### src/rtl/uart_rx_pkg.sv
package uart_rx_pkg;

    typedef enum logic [1:0] {
        PAR_NONE = 2'b00,
        PAR_SKIP = 2'b01,
        PAR_EVEN = 2'b10,
        PAR_ODD  = 2'b11
    } par_mode_e;

    // packed LSB last: clk_sel is bit 0, err_irq_en is bit 6
    typedef struct packed {
        logic      err_irq_en;
        par_mode_e par;
        logic      len8;
        logic      lsb_first;
        logic      invert;
        logic      clk_sel;
    } cfg_t;

    typedef enum logic [2:0] {
        ST_IDLE,
        ST_START,
        ST_DATA,
        ST_PAR,
        ST_STOP
    } rx_state_e;

    typedef struct packed {
        logic       done;
        logic [7:0] data;
        logic       ferr;
        logic       perr;
    } rx_result_t;

    localparam int unsigned CFG_W = $bits(cfg_t);
    localparam logic [1:0] ADDR_CFG = 2'd0;
    localparam logic [1:0] ADDR_DIV = 2'd1;
    localparam logic [1:0] ADDR_CLR = 2'd2;

    function automatic logic parity_bad(par_mode_e m, logic [7:0] d, logic p);
        case (m)
            PAR_EVEN: return ^{d, p};
            PAR_ODD:  return ~(^{d, p});
            default:  return 1'b0;
        endcase
    endfunction

    function automatic logic [7:0] finish_byte(logic [7:0] sh, logic lsb, logic len8);
        if (len8)
            return sh;
        else if (lsb)
            return {1'b0, sh[7:1]};
        else
            return {1'b0, sh[6:0]};
    endfunction

endpackage

### src/rtl/uart_rx_cfg_regs.sv
module uart_rx_cfg_regs
    import uart_rx_pkg::*;
#(
    parameter int DIV_W = 7
) (
    input  logic             clk,
    input  logic             rst,
    input  logic             wr_en,
    input  logic [1:0]       wr_addr,
    input  logic [15:0]      wr_data,
    output cfg_t             cfg,
    output logic [DIV_W-1:0] div,
    output logic [2:0]       clr_mask
);
    logic unused_bits;
    assign unused_bits = ^wr_data;

    always_ff @(posedge clk) begin
        if (rst) begin
            cfg <= '0;
            div <= '0;
        end else if (wr_en) begin
            if (wr_addr == ADDR_CFG)
                cfg <= cfg_t'(wr_data[CFG_W-1:0]);
            if (wr_addr == ADDR_DIV)
                div <= wr_data[15 -: DIV_W];
        end
    end

    always_comb
        clr_mask = (wr_en && wr_addr == ADDR_CLR) ? wr_data[2:0] : 3'b000;
endmodule

### src/rtl/uart_rx_framer.sv
module uart_rx_framer
    import uart_rx_pkg::*;
#(
    parameter int DIV_W = 7
) (
    input  logic             clk,
    input  logic             rst,
    input  logic             tick,
    input  logic             line,
    input  logic             lsb_first,
    input  logic             len8,
    input  par_mode_e        par,
    input  logic [DIV_W-1:0] div,
    output rx_result_t       res
);
    localparam int CNT_W = DIV_W + 1;

    rx_state_e        st;
    logic [CNT_W-1:0] cnt;
    logic [2:0]       nb;
    logic [7:0]       sh;
    logic             pbit;
    logic             half_hit, full_hit;
    logic [2:0]       last_nb;
    logic [7:0]       sh_next, byte_fin;

    always_comb begin
        half_hit = (cnt == {1'b0, div});
        full_hit = (cnt == {div, 1'b1});
        last_nb  = len8 ? 3'd7 : 3'd6;
        sh_next  = lsb_first ? {line, sh[7:1]} : {sh[6:0], line};
        byte_fin = finish_byte(sh, lsb_first, len8);
    end

    always_ff @(posedge clk) begin
        if (rst) begin
            st   <= ST_IDLE;
            cnt  <= '0;
            nb   <= '0;
            sh   <= '0;
            pbit <= 1'b0;
            res  <= '0;
        end else begin
            res.done <= 1'b0;
            if (tick) begin
                case (st)
                    ST_IDLE: if (!line) begin
                        st  <= ST_START;
                        cnt <= '0;
                    end
                    ST_START: if (half_hit) begin
                        cnt <= '0;
                        nb  <= '0;
                        sh  <= '0;
                        st  <= line ? ST_IDLE : ST_DATA;
                    end else cnt <= cnt + 1'b1;
                    ST_DATA: if (full_hit) begin
                        cnt <= '0;
                        sh  <= sh_next;
                        nb  <= nb + 1'b1;
                        if (nb == last_nb)
                            st <= (par == PAR_NONE) ? ST_STOP : ST_PAR;
                    end else cnt <= cnt + 1'b1;
                    ST_PAR: if (full_hit) begin
                        cnt  <= '0;
                        pbit <= line;
                        st   <= ST_STOP;
                    end else cnt <= cnt + 1'b1;
                    ST_STOP: if (full_hit) begin
                        cnt      <= '0;
                        st       <= ST_IDLE;
                        res.done <= 1'b1;
                        res.data <= byte_fin;
                        res.ferr <= ~line;
                        res.perr <= parity_bad(par, byte_fin, pbit);
                    end else cnt <= cnt + 1'b1;
                    default: st <= ST_IDLE;
                endcase
            end
        end
    end
endmodule

### src/rtl/uart_rx_status.sv
module uart_rx_status
    import uart_rx_pkg::*;
(
    input  logic       clk,
    input  logic       rst,
    input  rx_result_t res,
    input  logic       rd_en,
    input  logic [2:0] clr_mask,
    input  logic       err_en,
    output logic [7:0] rx_byte,
    output logic       buf_full,
    output logic       err_frame,
    output logic       err_parity,
    output logic       err_overrun,
    output logic       irq_done,
    output logic       irq_err
);
    logic new_ovr;

    always_comb new_ovr = res.done && buf_full && !rd_en;

    always_ff @(posedge clk) begin
        if (rst) begin
            rx_byte     <= '0;
            buf_full    <= 1'b0;
            err_frame   <= 1'b0;
            err_parity  <= 1'b0;
            err_overrun <= 1'b0;
            irq_done    <= 1'b0;
            irq_err     <= 1'b0;
        end else begin
            err_frame   <= (err_frame   & ~clr_mask[0]) | (res.done & res.ferr);
            err_parity  <= (err_parity  & ~clr_mask[1]) | (res.done & res.perr);
            err_overrun <= (err_overrun & ~clr_mask[2]) | new_ovr;
            irq_done    <= res.done;
            irq_err     <= res.done & err_en & (res.ferr | res.perr | new_ovr);
            if (res.done) begin
                rx_byte  <= res.data;
                buf_full <= 1'b1;
            end else if (rd_en) begin
                buf_full <= 1'b0;
            end
        end
    end
endmodule

### src/rtl/uart_rx_chan.sv
module uart_rx_chan
    import uart_rx_pkg::*;
#(
    parameter int DIV_W       = 7,
    parameter int SYNC_STAGES = 2
) (
    input  logic        clk,
    input  logic        rst,
    input  logic        clk_en_a,
    input  logic        clk_en_b,
    input  logic        rxd_i,
    input  logic        wr_en,
    input  logic [1:0]  wr_addr,
    input  logic [15:0] wr_data,
    input  logic        rd_en,
    output logic [15:0] rd_data,
    output logic        buf_full,
    output logic        err_frame,
    output logic        err_parity,
    output logic        err_overrun,
    output logic        irq_done,
    output logic        irq_err
);
    localparam int PAD_W = 8 - DIV_W;

    cfg_t                   cfg;
    logic [DIV_W-1:0]       div;
    logic [2:0]             clr_mask;
    logic [SYNC_STAGES-1:0] sync_q;
    logic                   line, tick;
    rx_result_t             res;
    logic [7:0]             rx_byte;

    always_ff @(posedge clk) begin
        if (rst) sync_q <= '1;
        else     sync_q <= {sync_q[SYNC_STAGES-2:0], rxd_i};
    end

    always_comb begin
        line = sync_q[SYNC_STAGES-1] ^ cfg.invert;
        tick = cfg.clk_sel ? clk_en_b : clk_en_a;
    end

    uart_rx_cfg_regs #(.DIV_W(DIV_W)) u_cfg (
        .clk(clk), .rst(rst), .wr_en(wr_en), .wr_addr(wr_addr),
        .wr_data(wr_data), .cfg(cfg), .div(div), .clr_mask(clr_mask)
    );

    uart_rx_framer #(.DIV_W(DIV_W)) u_framer (
        .clk(clk), .rst(rst), .tick(tick), .line(line),
        .lsb_first(cfg.lsb_first), .len8(cfg.len8), .par(cfg.par),
        .div(div), .res(res)
    );

    uart_rx_status u_status (
        .clk(clk), .rst(rst), .res(res), .rd_en(rd_en), .clr_mask(clr_mask),
        .err_en(cfg.err_irq_en), .rx_byte(rx_byte), .buf_full(buf_full),
        .err_frame(err_frame), .err_parity(err_parity),
        .err_overrun(err_overrun), .irq_done(irq_done), .irq_err(irq_err)
    );

    assign rd_data = {div, {PAD_W{1'b0}}, rx_byte};
endmodule

### config.mk
export PLATFORM = sky130hd
export DESIGN_NAME = uart_rx_chan
export DESIGN_NICKNAME = d
export VERILOG_FILES = /design/src/rtl/uart_rx_pkg.sv /design/src/rtl/uart_rx_cfg_regs.sv /design/src/rtl/uart_rx_framer.sv /design/src/rtl/uart_rx_status.sv /design/src/rtl/uart_rx_chan.sv
export SDC_FILE = /design/constraint.sdc
export NUM_CORES = 1
export LEC_CHECK = 0
export BUFFER_PORTS_ARGS = -buffer_cell sky130_fd_sc_hd__buf_2
export CORE_UTILIZATION = 29
export DETAILED_ROUTE_END_ITERATION = 10
export PLACE_DENSITY = 0.5
export SLEW_MARGIN = 20
export SYNTH_ARGS = -nofsm -noshare
export SYNTH_HDL_FRONTEND = slang
export SYNTH_SLANG_ARGS = --single-unit
### constraint.sdc
create_clock -name clk -period 2.85 [get_ports clk]
set_input_delay 0.285 -clock clk [delete_from_list [all_inputs] [get_ports clk]]
set_output_delay 0.285 -clock clk [all_outputs]
set_load 0.02 [all_outputs]
==> results of run 1 <==
## area by class of cell
cell class,instances,share of cell area [%]
timing repair buffer,49,7.065
inverter,9,0.9171
multi-input combinational,254,47.01
clock inverter,4,1.393
tap,136,4.620
clock buffer,12,4.212
sequential,64,34.78
## routing by layer
metal	global-route usage [%]	part of all wire, %	up-vias
met5	0	0	-
met4	6.052	1.2	0
met3	3.556	3.6	6
met2	21.47	46	39
met1	16.70	49	1187
li1	-	-	1303
## worst max path at each step
stage / to / slack [ns] / cells past startpoint
6_report: u_framer.cnt[7] / 0.79 / 5
5_1_grt: u_framer.sh[1] / 0.55 / 5
4_1_cts: u_framer.cnt[7] / 0.77 / 5
3_5_place_dp: u_framer.st[0] / 0.79 / 5
3_3_place_gp: u_framer.st[2] / 0.79 / 5
2_1_floorplan: u_framer.st[0] / 0.80 / 5
## cell usage after synthesis (all sizes together), types with 2 or more instances
master    n
or2       2
nor3b     2
nor2     52
and4      3
clkbuf   19
a2111oi   5
ha        2
mux2      4
a21oi    11
o22ai     2
nor4      7
nor2b     6
nand3     7
and3      7
nand2b    4
nand4     3
a211oi   12
o21ai     9
a22oi     4
mux2i    35
dfxtp    64
inv       9
buf       5
xor2      7
xnor2    19
o32ai     2
o21a      2
nor3      6
nand2    26
## layout by cell type, fill, tap and decap left out, types with 9 or more instances in the layout
master and n:
nor2_1 52, clkbuf_8 11, a211oi_1 11, xnor2_1 19, mux2i_1 35, a21oi_1 11, dfxtp_1 64, inv_1 9
nand2_1 26, buf_2 43
## kinds of logic after synthesis
kind of cell	after synthesis	share of synthesized area (%)
mux	39	12.53
other cells	1	0.1188
simple gates	131	21.73
xor+xnor	26	7.217
fa+ha+maj	2	0.7929
buf+inv	33	4.520
flops	64	40.60
compound gates	55	12.49
## critical path, stage by stage (launching register included)
cell and delay (ns):
dfxtp_1 0.36, xor2_1 0.18, or4_4 0.56, o21a_4 0.25, nor4b_4 0.46, a2111oi_0 0.11
## flip-flops by register name (all words and copies together), names as in the netlist, 2 cells and up
| register | flops |
|---|---|
| u_framer.res | 11 |
| u_framer.cnt | 8 |
| u_framer.sh | 8 |
| u_status.rx_byte | 8 |
| u_cfg.cfg | 7 |
| u_cfg.div | 7 |
| u_framer.nb | 3 |
| u_framer.st | 3 |
| sync_q | 2 |
## report_power, final
part	internal [mW]	total [mW]	switching, mW	leakage [nW]
Sequential	0.906	0.924	0.0183	0.517
Clock	0.454	0.818	0.364	0.103
Combinational	0.0702	0.165	0.0951	0.844
==> results.toml, run 1 <==
[status]
outcome = "finished clean"

[clocking]
cts_tree = "done"
hold_buffers = 0
cts.repair.resized = 0
cts_root_buffer = "clkbuf_8"
clk_pin_slew_ns = 0.07
clockBufferDepth = 2
htreeDepth = 3
insertion_delay_ns = 0.34
cts_buffers = 9
post_cts_buffers = 0
clock-sinks = 64

[synth]
syn-mean-instance-area_um2 = 8.990
syn_inst = 351
syn_nets = 378
synth_area_um2 = 3156
yosys.area.top_type = "dfxtp_1"
synth-seq-area-share_pct = 40.60
ys_warn_count = 0
synth_area_leaders = "dfxtp_1, mux2i_1, nor2_1"
synth-edff-count = 0
async_reset_ff_share_pct = 0
yosys.area.top_type_share_pct = 40.60
ys_ff_latch = 64
ys_types = 54
synthFlopType = "dfxtp_1"

[critical_path]
ff2ff_path_depth = 5
startpoint = "u_cfg.div[1]"
cp.required_ns = 3.05
critPathLaunchType = "register"
critPathCaptureType = "register"
crit_type = "reg2reg"
crit_arrival_ns = 2.26
r2r_slack_ns = 0.79
reg2reg_to = "u_framer.cnt[7]"
critPathMaxFanout = 6
r2r-start = "u_cfg.div[1]"

[timing]
rsz0062_at_grt = "false"
tightest_slew_ns = 0.6866
clock_skew_ns = 0.008982
finalCriticalPeriod_ns = 2.060
clock.fmax_mhz = 485.4
setup_viol = 0
relSlewSlack_pct = 54.16
drv_slew = 0
hold_viol_final = 0
setup_slack_ns = 0.7897
min_period_over_period_pct = 72.29
setup_tns_ns = 0
whs_ns = 0.1304

[routing]
route.detailed.drc = 0
drtAntennaViolNets = 0
via_count = 2535
vias_per_cell = 4.801
drt_iter0_drc = 92
wire_per_inst_um = 13.35
totalWireLength_mm = 7.050
drtPass1Iterations = 4

[final_layout]
seq_area_um2 = 1281
final_core_util_pct = 35.36
layout.cells.non_filler = 528
antennaDiodeCount = 0
multi_input_area_um2 = 1732
final_layout_size_suffix_gt1_share_pct = 19.39
area_growth_pct = 16.73
nets = 414
n_fill_cell = 1112
final_area_um2 = 3684

[die]
fp.dieH_um = 106.3
start_util_pct = 30.29
core_area_um2 = 10420
chipWidth_um = 106.3
pin_count = 47
placementRows = 37
dieArea_um2 = 11300

[worst_hold_path]
min_to = "sync_q[0]"
hold_path_depth = 2
min-delay-path-class = "in2reg"
hold_path_startpoint = "rxd_i"

[power_and_ir_drop]
vdd_drop_max_mv = 0.2050
p_leak_nw = 1.464
powerDensity_nw_per_um2 = 517.9
power.total_mw = 1.908

[global_routing]
grt_first_pass_wirelength_mm = 11.70
antenna_found_initial = 0
grt_overflow = 0
grt_pass1_vias = 2384
grt_max_degree = 55
track_usage_pct = 13.38

[placement]
dpl-instance-area_um2 = 3477
io_buffers = 43
dp_hpwl_mm = 5.072
preCtsSetupSlack_ns = 0.7854
gp_congestion = 0.7629
dp_cells = 512

[run]
cap_violations = 0
(Power assumes the default switching activity.)
==> inputs of run 2 (changes only) <==
--- a/config.mk
+++ b/config.mk
@@ -5,10 +5,11 @@
 export SDC_FILE = /design/constraint.sdc
 export NUM_CORES = 1
 export LEC_CHECK = 0
+export ABC_AREA = 1
 export BUFFER_PORTS_ARGS = -buffer_cell sky130_fd_sc_hd__buf_2
 export CORE_UTILIZATION = 29
 export DETAILED_ROUTE_END_ITERATION = 10
-export PLACE_DENSITY = 0.5
+export PLACE_DENSITY = 0.52
 export SLEW_MARGIN = 20
 export SYNTH_ARGS = -nofsm -noshare
 export SYNTH_HDL_FRONTEND = slang
==> constraint.sdc (replaced) <==
create_clock -name clk -period 1.67 [get_ports clk]
set_input_delay 0.167 -clock clk [delete_from_list [all_inputs] [get_ports clk]]
set_output_delay 0.167 -clock clk [all_outputs]
set_load 0.02 [all_outputs]
==> run 2 against run 1 <==
Synthesized cell count rose by 40%. Synthesized area grew 5.7%. Clock-buffer cell count is the same. Cell area grew 21%. Worst setup slack lost 0.77 ns. Combinational power rose to 3.0 times the previous value. Critical path depth is 5 higher. Largest cell class unchanged. Largest power group is now the clock network. Highest routed layer unchanged.
==> results.toml, run 2 <==
[synth]
ys_types = 40
yosys.area.top_type_share_pct = 38.42
synth_area_um2 = 3334
ys_ff_latch = 64
yosys.area.top_type = "dfxtp_1"
synth-edff-count = 0
synth_common_cells = "nand2_1, nor2_1, dfxtp_1"
syn_nets = 517
ys_warn_count = 0
synth-seq-area-share_pct = 38.42
synth_area_leaders = "dfxtp_1, nand2_1, nor2_1"
async_reset_ff_share_pct = 0
syn_inst = 490
syn-mean-instance-area_um2 = 6.805
synthFlopType = "dfxtp_1"
yosysMostFrequentCell = "nand2_1"

[routing]
wire_per_inst_um = 12.31
drtPass1Iterations = 5
top_layer_used = "met4"
vias_per_cell = 4.623
via_count = 3282
wl_met3_um = 432
drtAntennaViolNets = 0
drt_iter0_drc = 116
totalWireLength_mm = 8.739
wl_met2_mm = 3.927
route.detailed.drc = 0
wl_met1_mm = 4.322

[critical_path]
crit_type = "reg2reg"
critPathCaptureType = "register"
crit_arrival_ns = 1.86
critPathLaunchType = "register"
crit_slowest_cell = "dfxtp_4"
cp.required_ns = 1.89
max_stage_delay_ns = 0.37
path_cells = "inv_2 > nand2_2 > nand2_2 > nor3_4 > nand4_4 > buf_4 > nand2_4 > nand3_4 > o21ai_1 > nor2_1"
cp_common_cell = "nand2_2"
critPathMaxFanout = 6

[power_and_ir_drop]
power.total_mw = 4.232
p_leak_nw = 1.957
vdd_drop_max_mv = 0.5712
powerDensity_nw_per_um2 = 953.3

[clocking]
cts_root_buffer = "clkbuf_16"
clockBufferDepth = 2
cts_tree = "done"
hold_buffers = 0
clock-sinks = 64
htreeDepth = 3
insertion_delay_ns = 0.33
cts_buffers = 9
clk_pin_slew_ns = 0.06

[timing]
clock_skew_ns = 0.008325
clock.fmax_mhz = 606.1
hold_viol_final = 0
finalCriticalPeriod_ns = 1.650
setup_viol = 0
drv_slew = 0
whs_ns = 0.02045
min_period_over_period_pct = 98.79
rsz0062_at_grt = "true"

[final_layout]
area_growth_pct = 33.13
layout_commonest_cell = "nand2_1"
layout.cells.non_filler = 710
antennaDiodeCount = 0
nets = 592
largest_register_ffs = 11
final_cell_mix = "nand2_1, nor2_1, dfxtp_1"
final_layout_size_suffix_gt1_share_pct = 30.18
regMostFlops = "u_framer.res"

[die]
chipWidth_um = 109.2
placementRows = 38
core_area_um2 = 11030
start_util_pct = 30.23
fp.dieH_um = 109.2
pin_count = 47
dieArea_um2 = 11930

[global_routing]
track_usage_pct = 14.78
antenna_found_initial = 0
grt_overflow = 0
grt_max_degree = 27
grt_pass1_vias = 2922
grt_first_pass_wirelength_mm = 13.30

[placement]
dp_cells = 682
dp_hpwl_mm = 6.095
gp_congestion = 0.7824
io_buffers = 43

[status]
outcome = "finished clean"

[run]
cap_violations = 0

[worst_hold_path]
min-delay-path-class = "in2reg"
[run 2: worst max-delay path: cells and delay by family (launching register included)]
kind            cells  cell delay (ns)
simple gates        7             0.79
flops               1             0.37
compound gates      1             0.14
buf+inv             2             0.23
[run 2: area by class of cell]
type	count	area (µm²)
Clock buffer	12	266.5
Clock inverter	4	75.07
Fill cell	1123	6591
Inverter	55	214.0
Multi-Input combinational cell	358	1906
Sequential cell	64	1296
Tap cell	140	175.2
Timing Repair Buffer	77	506.7
[run 2: layer usage]
metal	vias to the layer above	track usage (%)
li1	1724	-
met2	63	22.42
met1	1491	19.34
met3	4	3.885
met5	-	0
met4	0	7.143
[run 2: kinds of logic after synthesis]
kind of cell | share of synthesized area [%]
flip-flops | 38.42
buffers and inverters | 8.630
AND/OR/NAND/NOR | 33.47
other | 0.1125
adder cells (fa/ha/maj) | 0.7503
XOR/XNOR | 2.889
AO/OA/AOI/OAI | 15.72
[run 2: final timing paths]
kind              cells past startpoint        endpoint    startpoint  slack (ns)
setup / recovery                     10  u_framer.sh[1]  u_cfg.div[1]        0.02
hold / removal                        2       sync_q[0]         rxd_i        0.02
setup reg to reg                     10  u_framer.sh[1]  u_cfg.div[1]        0.02
hold reg to reg                       1       sync_q[1]     sync_q[0]        0.43
[run 2: what timing repair did]
action                                  in CTS  in global routing
cloned                                       0                  2
buffers inserted                             1                  9
gates resized for setup                      4                 45
endpoints found under the setup margin      13                 24
pin swaps                                    0                 18
[run 2: power breakdown]
group	leakage, nW	total [mW]	switching, mW	internal, mW
clock network	0.161	2.13	0.705	1.43
registers	0.522	1.60	0.0387	1.56
logic	1.27	0.498	0.314	0.184
[run 2: per-stage QoR]
| stage | setup TNS, ns | util (%) | area, µm² | setup slack [ns] |
|---|---|---|---|---|
| 2_1_floorplan | 0 | - | 3334 | 0.04072 |
| 3_3_place_gp | -0.01588 | 34.80 | 3839 | -0.007601 |
| 3_5_place_dp | -0.08189 | 34.80 | 3839 | -0.02866 |
| 4_1_cts | 0 | 38.06 | 4198 | 0.001833 |
| 5_1_grt | -1.058 | 40.25 | 4439 | -0.09168 |
| 6_report | 0 | 40.25 | 4439 | 0.02017 |
==> inputs of run 3 (changes only) <==
--- a/config.mk
+++ b/config.mk
@@ -13,4 +13,5 @@
 export SLEW_MARGIN = 20
 export SYNTH_ARGS = -nofsm -noshare
 export SYNTH_HDL_FRONTEND = slang
+export SYNTH_HIERARCHICAL = 1
 export SYNTH_SLANG_ARGS = --single-unit
==> run 3 against run 2 <==
The flow now finishes with violations (negative setup slack). Global-route usage increased by 0.40 points. Worst setup slack lost 0.022 ns. Clock skew is essentially flat. Power rose by 22%. Sequential share of layout area is 0.24 points lower. Synthesized cell count rose by 1.6%. Highest routed layer unchanged.
==> results.toml, run 3 <==
[clocking]
insertion_delay_ns = 0.33
cts_buffers = 9
clock-sinks = 64
htreeDepth = 3
cts_root_buffer = "clkbuf_16"
clockBufferDepth = 2
clk_pin_slew_ns = 0.06
cts_tree = "done"

[synth]
synth_area_leaders = "dfxtp_1, nand2_1, nor2_1"
syn-mean-instance-area_um2 = 6.678
synth_common_cells = "nand2_1, nor2_1, inv_1"
ys_ff_latch = 64
async_reset_ff_share_pct = 0
synth-compound-area-share_pct = 12.83
ys_types = 39
syn_nets = 525
synthFlopType = "dfxtp_1"
yosys.area.top_type_share_pct = 38.53
synth_area_um2 = 3326
syn_inst = 498
synth-edff-count = 0
yosysMostFrequentCell = "nand2_1"
synth_fa_ha_area_share_pct = 0.7524
synth-seq-area-share_pct = 38.53
ys_warn_count = 6
synth_top_family_by_area = "simple AND/OR/NAND/NOR gates"
yosys.area.top_type = "dfxtp_1"
yosys-mux-area-fraction_pct = 0
synthXorXnorAreaFrac_pct = 2.107
synthSimpleGateAreaFrac_pct = 34.09

[timing]
tightest_slew_ns = 0.5465
hold_viol_final = 0
setup_slack_ns = -0.001702
relSlewSlack_pct = 63.53
setup_viol = 2
clock.fmax_mhz = 598.2
finalCriticalPeriod_ns = 1.672
clock_skew_ns = 0.008336
min_period_over_period_pct = 100.1
rsz0062_at_grt = "true"
drv_slew = 0

[critical_path]
ff2ff_path_depth = 9
crit_arrival_ns = 1.88
crit_slowest_cell = "dfxtp_2"
crit_type = "reg2reg"
r2r_slack_ns = -0.002
reg2reg_to = "u_framer/sh[0]"
cp.required_ns = 1.88
critPathCaptureType = "register"
path_cells = "inv_2 > nand2_1 > nand4_1 > nor3_2 > nand2_2 > o21ai_4 > nand3_4 > o21ai_4 > nor2_1"
cp_common_cell = "o21ai_4"
critPathMaxFanout = 7
max_stage_delay_ns = 0.38
r2r-start = "u_framer/cnt[4]"
critPathLaunchType = "register"

[routing]
drtPass1Iterations = 4
wl_met1_mm = 4.206
drtAntennaViolNets = 0
wire_per_inst_um = 11.70
drt_iter0_drc = 154
wl_met3_um = 220
vias_per_cell = 4.553
top_layer_used = "met4"
via_count = 3337
totalWireLength_mm = 8.575
route.detailed.drc = 0
wl_met2_mm = 3.993

[die]
dieArea_um2 = 11900
fp.dieH_um = 109.1
core_area_um2 = 10980
chipWidth_um = 109.1
start_util_pct = 30.28
pin_count = 47
placementRows = 38

[global_routing]
antenna_found_initial = 0
grt_first_pass_wirelength_mm = 14.11
grt_pass1_vias = 3140
grt_max_degree = 24
grt_overflow = 0
track_usage_pct = 15.17

[power_and_ir_drop]
power.total_mw = 5.156
p_int_mw = 3.366
switchingPower_mw = 1.790
p_comb_share_pct = 31.1
vdd_drop_max_mv = 0.5305
powerDensity_nw_per_um2 = 1146
p_leak_nw = 2.174
power.share.sequential_pct = 34.6
p_sw_share_pct = 34.72
clkPwrFrac_pct = 34.4

[placement]
gp_congestion = 0.7996
dp_cells = 701
io_buffers = 43
dp_hpwl_mm = 6.115

[final_layout]
regMostFlops = "u_framer/res"
largest_register_ffs = 11
n_fill_cell = 1131
area_growth_pct = 35.25
final_cell_mix = "nand2_1, nor2_1, inv_1"
antennaDiodeCount = 0
layout.cells.non_filler = 733
layout_commonest_cell = "nand2_1"
nets = 615
final_layout_size_suffix_gt1_share_pct = 30.52

[worst_hold_path]
min-delay-path-class = "in2reg"
min_to = "sync_q[0]"
hold_path_depth = 2
hold_path_startpoint = "rxd_i"

[run]
cap_violations = 0

[status]
violations = "negative setup slack"
outcome = "complete, but fails checks"
==> run 3: logic make-up after synthesis <==
logic type | after synthesis
AOI/OAI and AO/OA | 77
xor gates and xnor gates | 8
adders and majority gates | 2
buffers and inverters | 88
DFF | 64
other | 1
and+or+nand+nor | 258
==> run 3: how the worst max path moves through the flow <==
| stage | end | slack (ns) | from |
|---|---|---|---|
| 3_3_place_gp | u_framer/res[2] | -0.03 | u_framer/cnt[4] |
| 5_1_grt | u_framer/sh[1] | -0.14 | u_cfg/div[3] |
| 3_5_place_dp | u_framer/res[6] | -0.06 | u_cfg/div[0] |
| 2_1_floorplan | u_framer/nb[1] | 0.006 | u_cfg/div[0] |
| 4_1_cts | u_framer/cnt[6] | -0.005 | u_cfg/cfg[1] |
| 6_report | u_framer/sh[0] | -0.002 | u_framer/cnt[4] |
==> run 3: power groups by stage <==
stage | combinational, mW | clock, mW | sequential (mW)
finish | 1.60 | 1.77 | 1.78
global route | 1.82 | 1.88 | 1.80
CTS | 1.40 | 1.81 | 1.78
detailed placement | 1.34 | 0 | 1.80
global placement | 1.31 | 0 | 1.80
floorplan | 0.918 | 0 | 1.79
==> run 3: what timing repair did <==
item / in CTS / in global routing
buffers inserted: 4 / 10
endpoints found under the hold margin: 0 / 0
endpoints found under the setup margin: 25 / 30
gates cloned: 0 / 2
hold buffers: 0 / 0
gates resized for setup: 24 / 57
pin swaps: 9 / 12
==> run 3: worst max-delay path: cells and delay by family, from the launching register on <==
| kind | cells | cell delay (ns) |
|---|---|---|
| simple gates | 6 | 0.71 |
| compound gates | 2 | 0.41 |
| buf+inv | 1 | 0.05 |
| flops | 1 | 0.38 |
==> run 3: through the flow <==
| step | setup TNS, ns | instance area (µm²) | hold WS (ns) | worst slack (ns) | util, % |
|---|---|---|---|---|---|
| final | -0.002617 | 4498 | 0.02059 | -0.001702 | 40.95 |
| after global routing | -1.543 | 4498 | 0.02430 | -0.1366 | 40.95 |
| after CTS | -0.007565 | 4238 | 0.01944 | -0.005484 | 38.59 |
| after detailed placement | -0.7563 | 3892 | 0.3642 | -0.06108 | 35.44 |
| after global placement | -0.1623 | 3892 | 0.3557 | -0.02686 | 35.44 |
| after floorplan | 0 | 3328 | 0.2294 | 0.005531 | - |
==> run 3: final cells by class <==
class                           count  area (µm²)  share of cell area, %
Clock inverter                      6       43.79                 0.9736
Tap cell                          140       175.2                  3.894
Multi-Input combinational cell    346        1798                  39.97
Timing Repair inverter              1       8.758                 0.1947
Clock buffer                       10       239.0                  5.313
Timing Repair Buffer               92       640.6                  14.24
Inverter                           74       290.3                  6.453
Sequential cell                    64        1303                  28.96
==> run 3: routing by layer <==
| metal | up-vias | global-route usage, % |
|---|---|---|
| li1 | 1761 | - |
| met1 | 1515 | 19.48 |
| met2 | 49 | 24.53 |
| met3 | 12 | 3.108 |
| met4 | 0 | 6.371 |
| met5 | - | 0 |
